<file path="config.mk">
export PLATFORM = sky130hd
export DESIGN_NAME = hdp_data_port
export DESIGN_NICKNAME = d
export VERILOG_FILES = /design/src/rtl/hdp_pkg.sv /design/src/rtl/hdp_fifo.sv /design/src/rtl/hdp_access_check.sv /design/src/rtl/hdp_err_flag.sv /design/src/rtl/hdp_data_port.sv
export SDC_FILE = /design/constraint.sdc
export NUM_CORES = 1
export LEC_CHECK = 0
export ABC_AREA = 1
export BUFFER_PORTS_ARGS = -buffer_cell sky130_fd_sc_hd__buf_2
export CAP_MARGIN = 20
export CORE_ASPECT_RATIO = 1.5
export CORE_MARGIN = 4
export CORE_UTILIZATION = 45
export CTS_BUF_LIST = sky130_fd_sc_hd__clkbuf_16
export DETAILED_ROUTE_END_ITERATION = 8
export PLACE_DENSITY_LB_ADDON = 0.15
export SETUP_SLACK_MARGIN = 0.02
export SKIP_LAST_GASP = 1
export SYNTH_ARGS = -nofsm -noshare
export SYNTH_HDL_FRONTEND = slang
export SYNTH_SLANG_ARGS = --single-unit
</file>
<file path="constraint.sdc">
create_clock -name clk -period 3.9 [get_ports clk]
set_input_delay 0.39 -clock clk [delete_from_list [all_inputs] [get_ports clk]]
set_output_delay 0.39 -clock clk [all_outputs]
set_load 0.05 [all_outputs]
</file>
<file path="src/rtl/hdp_pkg.sv">
package hdp_pkg;

    typedef enum logic {
        FLAG_CLEAR  = 1'b0,
        FLAG_RAISED = 1'b1
    } flag_state_t;

    typedef struct packed {
        logic push;
        logic pop;
        logic bad;
    } access_t;

endpackage

</file>
<file path="src/rtl/hdp_fifo.sv">
module hdp_fifo #(
    parameter int DATA_W = 8,
    parameter int DEPTH  = 8
) (
    input  logic              clk,
    input  logic              rst_n,
    input  logic              push,
    input  logic [DATA_W-1:0] push_data,
    input  logic              pop,
    output logic [DATA_W-1:0] head_data,
    output logic              full,
    output logic              empty
);
    localparam int AW = (DEPTH > 1) ? $clog2(DEPTH) : 1;
    localparam int PW = AW + 1;

    logic [PW-1:0]     wr_ptr;
    logic [PW-1:0]     rd_ptr;
    logic [DATA_W-1:0] mem [DEPTH];
    logic              do_push;
    logic              do_pop;

    always_comb begin
        empty   = (wr_ptr == rd_ptr);
        full    = (wr_ptr[AW] != rd_ptr[AW]) && (wr_ptr[AW-1:0] == rd_ptr[AW-1:0]);
        do_push = push && !full;
        do_pop  = pop && !empty;
    end

    always_ff @(posedge clk) begin
        if (!rst_n) begin
            wr_ptr <= '0;
            rd_ptr <= '0;
        end else begin
            if (do_push) wr_ptr <= wr_ptr + 1'b1;
            if (do_pop)  rd_ptr <= rd_ptr + 1'b1;
        end
    end

    always_ff @(posedge clk) begin
        if (do_push) mem[wr_ptr[AW-1:0]] <= push_data;
    end

    assign head_data = mem[rd_ptr[AW-1:0]];

    // a refused push leaves the queue full
    a_r5_full_kept: assert property (@(posedge clk) disable iff (!rst_n)
        (push && full && !pop) |=> full);

    // a refused pop leaves the queue empty
    a_r10_empty_kept: assert property (@(posedge clk) disable iff (!rst_n)
        (pop && empty && !push) |=> empty);

    a_r5_not_both: assert property (@(posedge clk) disable iff (!rst_n)
        !(full && empty));

endmodule

</file>
<file path="src/rtl/hdp_access_check.sv">
module hdp_access_check
    import hdp_pkg::*;
(
    input  logic    host_wr,
    input  logic    host_rd,
    input  logic    tx_full,
    input  logic    rx_empty,
    output access_t tx_acc,
    output access_t rx_acc,
    output logic    bad_access
);
    always_comb begin
        tx_acc.push = host_wr && !tx_full;
        tx_acc.pop  = 1'b0;
        tx_acc.bad  = host_wr && tx_full;
        rx_acc.push = 1'b0;
        rx_acc.pop  = host_rd && !rx_empty;
        rx_acc.bad  = host_rd && rx_empty;
        bad_access  = tx_acc.bad || rx_acc.bad;
    end
endmodule

</file>
<file path="src/rtl/hdp_err_flag.sv">
module hdp_err_flag
    import hdp_pkg::*;
(
    input  logic clk,
    input  logic rst_n,
    input  logic bad_access,
    input  logic clr_wr,
    input  logic clr_bit,
    output logic flag
);
    flag_state_t state_q;
    flag_state_t state_d;
    logic        ack;

    assign ack = clr_wr && clr_bit;

    always_comb begin
        state_d = state_q;
        unique case (state_q)
            FLAG_CLEAR:  if (bad_access) state_d = FLAG_RAISED;            // RAISE
            FLAG_RAISED: if (ack && !bad_access) state_d = FLAG_CLEAR;     // ACK
            default:     state_d = FLAG_CLEAR;
        endcase
    end

    always_ff @(posedge clk) begin
        if (!rst_n) state_q <= FLAG_CLEAR;
        else        state_q <= state_d;
    end

    always_comb begin
        unique case (state_q)
            FLAG_RAISED: flag = 1'b1;
            default:     flag = 1'b0;
        endcase
    end

    a_r6_raise: assert property (@(posedge clk) disable iff (!rst_n)
        bad_access |=> flag);

    a_r7_sticky: assert property (@(posedge clk) disable iff (!rst_n)
        (flag && !ack) |=> flag);

    a_r7_ack: assert property (@(posedge clk) disable iff (!rst_n)
        (flag && ack && !bad_access) |=> !flag);

endmodule

</file>
<file path="src/rtl/hdp_data_port.sv">
module hdp_data_port
    import hdp_pkg::*;
#(
    parameter int DATA_W = 8,
    parameter int DEPTH  = 8
) (
    input  logic              clk,
    input  logic              rst_n,
    input  logic              host_wr,
    input  logic [DATA_W-1:0] host_wdata,
    input  logic              host_rd,
    output logic [DATA_W-1:0] host_rdata,
    input  logic              err_wr,
    input  logic              err_wdata,
    output logic              access_err,
    input  logic              tx_pop,
    output logic [DATA_W-1:0] tx_data,
    output logic              tx_empty,
    output logic              tx_full,
    input  logic              rx_push,
    input  logic [DATA_W-1:0] rx_data,
    output logic              rx_full,
    output logic              rx_empty
);
    access_t           tx_acc;
    access_t           rx_acc;
    logic              bad_access;
    logic [DATA_W-1:0] rx_head;
    logic [DATA_W-1:0] rdata_q;

    hdp_access_check u_chk (
        .host_wr   (host_wr),
        .host_rd   (host_rd),
        .tx_full   (tx_full),
        .rx_empty  (rx_empty),
        .tx_acc    (tx_acc),
        .rx_acc    (rx_acc),
        .bad_access(bad_access)
    );

    hdp_fifo #(.DATA_W(DATA_W), .DEPTH(DEPTH)) u_txq (
        .clk      (clk),
        .rst_n    (rst_n),
        .push     (tx_acc.push),
        .push_data(host_wdata),
        .pop      (tx_pop),
        .head_data(tx_data),
        .full     (tx_full),
        .empty    (tx_empty)
    );

    hdp_fifo #(.DATA_W(DATA_W), .DEPTH(DEPTH)) u_rxq (
        .clk      (clk),
        .rst_n    (rst_n),
        .push     (rx_push),
        .push_data(rx_data),
        .pop      (rx_acc.pop),
        .head_data(rx_head),
        .full     (rx_full),
        .empty    (rx_empty)
    );

    hdp_err_flag u_flag (
        .clk       (clk),
        .rst_n     (rst_n),
        .bad_access(bad_access),
        .clr_wr    (err_wr),
        .clr_bit   (err_wdata),
        .flag      (access_err)
    );

    always_ff @(posedge clk) begin
        if (!rst_n)          rdata_q <= '0;
        else if (rx_acc.pop) rdata_q <= rx_head;
    end

    assign host_rdata = rdata_q;

    a_r4_hold_on_empty: assert property (@(posedge clk) disable iff (!rst_n)
        (host_rd && rx_empty) |=> $stable(host_rdata));

    a_r3_idle_hold: assert property (@(posedge clk) disable iff (!rst_n)
        !host_rd |=> $stable(host_rdata));

    a_r10_no_serial_err: assert property (@(posedge clk) disable iff (!rst_n)
        (!host_wr && !host_rd && !access_err) |=> !access_err);

endmodule

</file>
==> results of run 1 <==
## metrics by stage
| step | instances | hold WS [ps] | power [W] |
|---|---|---|---|
| 2_1_floorplan | 618 | 452.1 | 0.002294 |
| 3_3_place_gp | 830 | 469.0 | 0.002424 |
| 3_5_place_dp | 830 | 475.5 | 0.002432 |
| 4_1_cts | 861 | 224.3 | 0.004122 |
| 5_1_grt | 861 | 249.5 | 0.004268 |
| 6_report | 861 | 237.4 | 0.004092 |
## synthesized netlist by cell type
| master | count |
|---|---|
| nand3_1 | 19 |
| nand2_1 | 163 |
| nand2_4 | 2 |
| o21ai_0 | 48 |
| nor2_1 | 100 |
| inv_1 | 31 |
| xor2_1 | 9 |
| inv_4 | 1 |
| buf_4 | 3 |
| edfxtp_1 | 128 |
| nor2_4 | 1 |
| a21oi_2 | 2 |
| clkbuf_2 | 1 |
| dfxtp_1 | 28 |
| nand4_2 | 1 |
| nand3b_1 | 2 |
| ha_1 | 4 |
| mux2i_1 | 16 |
| o22ai_1 | 16 |
| nand4_1 | 1 |
| a21oi_1 | 12 |
| inv_2 | 4 |
| xnor2_1 | 1 |
| buf_2 | 11 |
| buf_6 | 2 |
| buf_1 | 2 |
| nand2_2 | 1 |
| nor2_2 | 1 |
| clkbuf_1 | 8 |
## worst max-delay path, cell delays in order, from the launching register on
cell	delay, ps
dfxtp_1	980
o21ai_0	250
o22ai_1	250
nand2_1	80
nand2_1	70
buf_2	250
## report_power, final
part / total (W) / internal (W) / leakage [nW] / switching [W]
registers: 0.00190 / 0.00186 / 1.39 / 0.0000400
clock network: 0.00170 / 0.00102 / 0.296 / 0.000680
logic: 0.000495 / 0.000131 / 1.21 / 0.000364
total: 0.00409 / 0.00301 / 2.90 / 0.00108
## how the worst max path moves through the flow
stage	end	start	slack (ps)	cells after the start
finish	tx_data[2]	register	1210	5
floorplan	u_rxq.mem[6][0]	u_rxq.rd_ptr[0]	2090	9
global placement	u_rxq.mem[2][0]	u_rxq.rd_ptr[0]	1450	9
CTS	tx_data[2]	register	1170	5
global route	tx_data[1]	register	970	5
detailed placement	u_rxq.mem[0][7]	u_rxq.rd_ptr[0]	1390	9
## final cells by class
cell class | instances | area [sq um] | area share
Inverter | 36 | 137.6 | 0.01832
Clock inverter | 14 | 185.2 | 0.02465
Clock buffer | 17 | 425.4 | 0.05662
Multi-Input combinational cell | 399 | 1878 | 0.2500
Sequential cell | 156 | 4404 | 0.5862
Timing Repair Buffer | 47 | 242.7 | 0.03231
Tap cell | 192 | 240.2 | 0.03197
## per-layer routing
metal  part of all wire  up-vias  GRT usage
li1                   -     2171          -
met1               0.38     2028     0.1897
met2               0.56       88     0.3357
met3              0.037       16    0.03271
met4              0.022        0    0.08105
met5                  0        -          0
## registers in the layout, summed over array words and instances, names as in the netlist, named ones only
name and flops:
u_rxq.mem 64, u_txq.wr_ptr 4, u_flag.state_q 1, u_txq.mem 64, host_rdata 8, u_txq.rd_ptr 4, u_rxq.rd_ptr 4, u_rxq.wr_ptr 4
## kinds of logic after synthesis
group | Yosys count
AO/OA/AOI/OAI | 78
XOR/XNOR | 10
adder cells (fa/ha/maj) | 4
buffers and inverters | 63
flip-flops | 156
multiplexers | 16
AND/OR/NAND/NOR | 291
==> results.md, run 1 <==
- Cell area after layout: 7513 sq um
- Commonest non-fill, non-tap cell in the layout: nand2_1
- Initial antenna violation count: 0
- TritonCTS clock tree: yes
- Synth Area in Compound Gates: 0.06368
- Hold WC Path Type: input pin to register
- CTS Root Cell: clkbuf_16
- RR Endpoint: u_rxq.mem[0][3]
- Unrepaired setup endpoints after global routing: no
- Nets: 685
- Clock Tree Buf Depth: 2
- Row count: 53
- Register area share after synthesis: 0.6711
- Via/cell ratio: 4.998
- Post-synthesis xor/xnor area fraction: 0.01335
- Distinct cells, synth: 29
- Hold Crit Start: host_wdata[1]
- Pin count of the biggest net entering global routing: 39
- Die area: 16620 sq um
- Setup TNS: 0 ps
- Initial Utilization: 0.4624
- Worst r2r path cells: 9
- Worst reg2reg setup slack: 1400 ps
- Tcrit/Tclk final: 0.6904
- Synth top area share: 0.5857
- Syn_area_per_cell: 10.62 sq um
- Clock Latency Late Sink: 420 ps
- Tot GR Track Use: 0.1778
- P_leak: 2.901 nW
- Die height: 155.9 um
- CP arrival: 2300 ps
- Mux cell area share after synthesis: 0.02440
- Number of remaining DRC errors: 0
- Placed cell area: 6903 sq um
- Area leader, netlist: edfxtp_1
- TritonCTS buffer count: 17
- Overall routed net length: 14010 um
- Post-CTS sizing: 0
- Final setup viols: 0
- Port Buffers: 44
- Warnings from Yosys: 0
- Crit Path Class: register to output port
- Most frequent cells in the layout: nand2_1, edfxtp_1, nor2_1, o21ai_0, buf_2
- Fillers: 1285
- Worst hold endpoint: u_txq.mem[0][1]
- Via count: 4303
- Largest family of logic cells by synthesized area: simple AND/OR/NAND/NOR gates
- WHS Path Cells: 1
- Fmax: 371.4 MHz
- Syn_nets: 646
- Post-synthesis sequential element count: 156
- Worst slew pin tran: 1007 ps
- Core area: 14190 sq um
- Place WS: 1391 ps
- Post-DP HPWL: 9914 um
- Final worst slack: 1207 ps
- Final Wtd Congestion: 0.7958
- Max IR drop VDD: 0.2890 mV
- Final ANT Viol Nets: 0
- Final Hold Violating Endpoints: 0
- Layout cell share with drive strength beyond 1: 0.1345
- Ports: 45
- Area Growth Syn to Fin: 14.49%
- Pwr dens: 544.6 nW/um^2
- Synth area leaders: edfxtp_1, nand2_1, dfxtp_1
- Slew Viols, Final: 0
- Clock transition at path regs: 60 ps
- DRT Pass-1 Iters: 6
- Outcome: completed
- Slew headroom: 0.3281
- # diodes: 0
- Drt wl/cell: 16.27 um
- Clk sinks: 156
- Post-synthesis adder-cell area fraction: 0.007626
- Synth Cell Area: 6563 sq um
- Period minus WS final: 2693 ps
- Max FO, Critical Path: 32
- Total gr overflow: 0
- CP startpoint kind: register
- First-pass GRT wire length: 22320 um
- Hold buffers post-CTS: 0
- Simple-gate area share of the yosys netlist: 0.1771
- Util after Layout: 0.5294
- Htree depth: 4
- Reported max-cap violation count: 0
- Worst Path Required: 3510 ps
- 1st-iter DRT viols: 187
- Post-CTS Setup Bufs: 0
- RR Startpoint: u_rxq.rd_ptr[0]
- Crit end category: output port
- Die width: 106.6 um
- Vias in the first global route: 4378
- Syn Inst Count: 618
- Setup Skew: 10.41 ps
No activity file was read; power rests on OpenSTA's default activity.
==> run 2, diff against run 1 <==
Clock period 3.9 ns to 2.4 ns, I/O delays scaled along.
==> run 2 against run 1 <==
Against the previous run: clock power grew 52%; sequential share of layout area shrank 0.95 points; register-to-register slack lost 900 ps; clock skew grew 1.5 ps; final cell count grew 2.6%; largest power group unchanged.
==> results.md, run 2 (synthesized netlist as in run 1, its figures left out) <==
- Outcome: completed (unchanged)
- TritonCTS clock tree: yes (unchanged)
- Commonest non-fill, non-tap cell in the layout: nand2_1 (unchanged)
- Tot GR Track Use: 0.1692 (was 0.1778)
- Count of non-filler cells in the finished layout: 883 (was 861)
- Initial antenna violation count: 0 (unchanged)
- Final ANT Viol Nets: 0 (unchanged)
- Final setup viols: 0 (unchanged)
- Worst reg2reg setup slack: 500 ps (was 1400 ps)
- Post-CTS Setup Bufs: 0 (unchanged)
- Clk sinks: 156 (unchanged)
- Slew headroom: 0.6503 (was 0.3281)
- Area Growth Syn to Fin: 16.38% (was 14.49%)
- Number of remaining DRC errors: 0 (unchanged)
- Worst Path Required: 2160 ps (was 3510 ps)
- Row count: 53 (unchanged)
- Tcrit/Tclk final: 0.9052
- Initial Utilization: 0.4624 (unchanged)
- Clock Tree Buf Depth: 2 (unchanged)
- Most frequent cells in the layout: nand2_1, edfxtp_1, nor2_1, o21ai_0, buf_2 (unchanged)
- Period minus WS final: 2172 ps
- 1st-iter DRT viols: 220 (was 187)
- P_leak: 3.004 nW (was 2.901 nW)
- RR Startpoint: u_rxq.wr_ptr[2] (was u_rxq.rd_ptr[0])
- CP startpoint kind: register (unchanged)
- Max IR drop VDD: 0.4865 mV (was 0.2890 mV)
- Total gr overflow: 0 (unchanged)
- Ports: 45 (unchanged)
- Pin count of the biggest net entering global routing: 36 (was 39)
- Hold WC Path Type: input pin to register (unchanged)
- Hold buffers post-CTS: 0 (unchanged)
- Nets: 706 (was 685)
- Worst r2r path cells: 9 (unchanged)
- Slew Viols, Final: 0 (unchanged)
- Critical-path cell list: inv_1 -> nor2_1 -> o22ai_1 -> nand2_1 -> nand2_1 -> buf_2 (was o21ai_0 -> o22ai_1 -> nand2_1 -> nand2_1 -> buf_2)
- CP max-delay cell: inv_1 (was dfxtp_1)
- Port Buffers: 44 (unchanged)
- Final Wtd Congestion: 0.8677 (was 0.7958)
- Core area: 14190 sq um (unchanged)
- Crit Path Class: register to output port (unchanged)
- Worst slew pin tran: 524.0 ps (was 1007 ps)
- RR Endpoint: u_rxq.mem[2][1] (was u_rxq.mem[0][3])
- CP arrival: 1930 ps (was 2300 ps)
- Vias in the first global route: 4386 (was 4378)
- Fmax: 460.3 MHz
- First-pass GRT wire length: 21910 um (was 22320 um)
- Die area: 16620 sq um (unchanged)
- Dpl cells: 851 (was 830)
- Overall routed net length: 13230 um (was 14010 um)
- # diodes: 0 (unchanged)
- Via/cell ratio: 4.905 (was 4.998)
- Htree depth: 4 (unchanged)
- Max FO, Critical Path: 16 (was 32)
- Layout cell share with drive strength beyond 1: 0.1621 (was 0.1345)
- Worst Setup EP: tx_data[4] (was tx_data[2])
- Post-DP HPWL: 9345 um (was 9914 um)
- Final Hold Violating Endpoints: 0 (unchanged)
- Clock Latency Late Sink: 420 ps (about the same)
- Placed cell area: 7061 sq um (was 6903 sq um)
- Crit end category: output port (unchanged)
- Most used cell, CP: nand2_1 (unchanged)
- DRT Pass-1 Iters: 4 (was 6)
- Unrepaired setup endpoints after global routing: no (unchanged)
- Post-CTS sizing: 0 (unchanged)
- Cell area after layout: 7637 sq um (was 7513 sq um)
- Via count: 4331 (was 4303)
- Setup Skew: 11.91 ps (was 10.41 ps)
- Clock transition at path regs: 60 ps (about the same)
- Reported max-cap violation count: 0 (unchanged)
- Pwr dens: 846.9 nW/um^2 (was 544.6 nW/um^2)
- CTS Root Cell: clkbuf_16 (unchanged)
- CP max stage delay: 430 ps (was 980 ps)
- Setup TNS: 0 ps (unchanged)
- TritonCTS buffer count: 17 (unchanged)
- Die height: 155.9 um (unchanged)
- Drt wl/cell: 14.98 um (was 16.27 um)
- Die width: 106.6 um (unchanged)
-- run 2: changes by cell type in the layout (fill, tap and decap cells not counted) --
cell and change:
clkinv_2 +1, inv_6 +2, bufinv_16 -2, clkinvlp_4 -1
buf_4 +21, inv_8 +1
-- run 2: how the worst min path moves through the flow --
stage                     slack (ps)               to  depth (start not counted)            start
after floorplan                  340  u_rxq.mem[0][0]                          0       rx_data[0]
after global routing             110  u_txq.mem[0][4]                          1    host_wdata[4]
after CTS                        100  u_txq.mem[1][1]                          1    host_wdata[1]
final                            100  u_txq.mem[3][4]                          1    host_wdata[4]
after global placement           470  u_txq.wr_ptr[3]                          2  u_txq.wr_ptr[3]
after detailed placement         470  u_txq.wr_ptr[3]                          2  u_txq.wr_ptr[3]
-- run 2: power breakdown --
| part | internal [W] | leakage [nW] | switching, W |
|---|---|---|---|
| registers | 0.00302 | 1.39 | 0.0000510 |
| clock network | 0.00147 | 0.287 | 0.00112 |
| logic | 0.000230 | 1.33 | 0.000588 |
-- run 2: worst max-delay path, delay by kind of cell, from the launching register on --
family          cells  cell delay, ps
compound gates      1             210
buf+inv             2             680
flops               1             390
simple gates        3             230
-- run 2: routing by layer --
metal / GRT usage / share of wire / vias to the layer above
li1: - / - / 2210
met1: 0.1933 / 0.42 / 2054
met2: 0.3111 / 0.55 / 57
met3: 0.03851 / 0.024 / 10
met4: 0.05424 / 0.011 / 0
met5: 0 / 0 / -
-- run 2: cell type report --
| cell class | instances | area (sq um) |
|---|---|---|
| clock buffer | 17 | 425.4 |
| clock inverter | 15 | 151.4 |
| fill | 1289 | 6554 |
| inverter | 36 | 137.6 |
| multi-input combinational | 399 | 1878 |
| sequential | 156 | 4404 |
| tap | 192 | 240.2 |
| timing repair buffer | 68 | 400.4 |
-- run 2: metrics by stage --
| step | worst slack (ps) | total power [W] | util | hold slack [ps] |
|---|---|---|---|---|
| 2_1_floorplan | 592.6 | 0.003728 | - | 338.9 |
| 3_3_place_gp | 607.5 | 0.003938 | 0.4975 | 466.2 |
| 3_5_place_dp | 511.5 | 0.003950 | 0.4975 | 473.0 |
| 4_1_cts | 184.8 | 0.006537 | 0.5382 | 98.18 |
| 5_1_grt | 41.79 | 0.006759 | 0.5382 | 106.8 |
| 6_report | 227.5 | 0.006468 | 0.5382 | 105.0 |
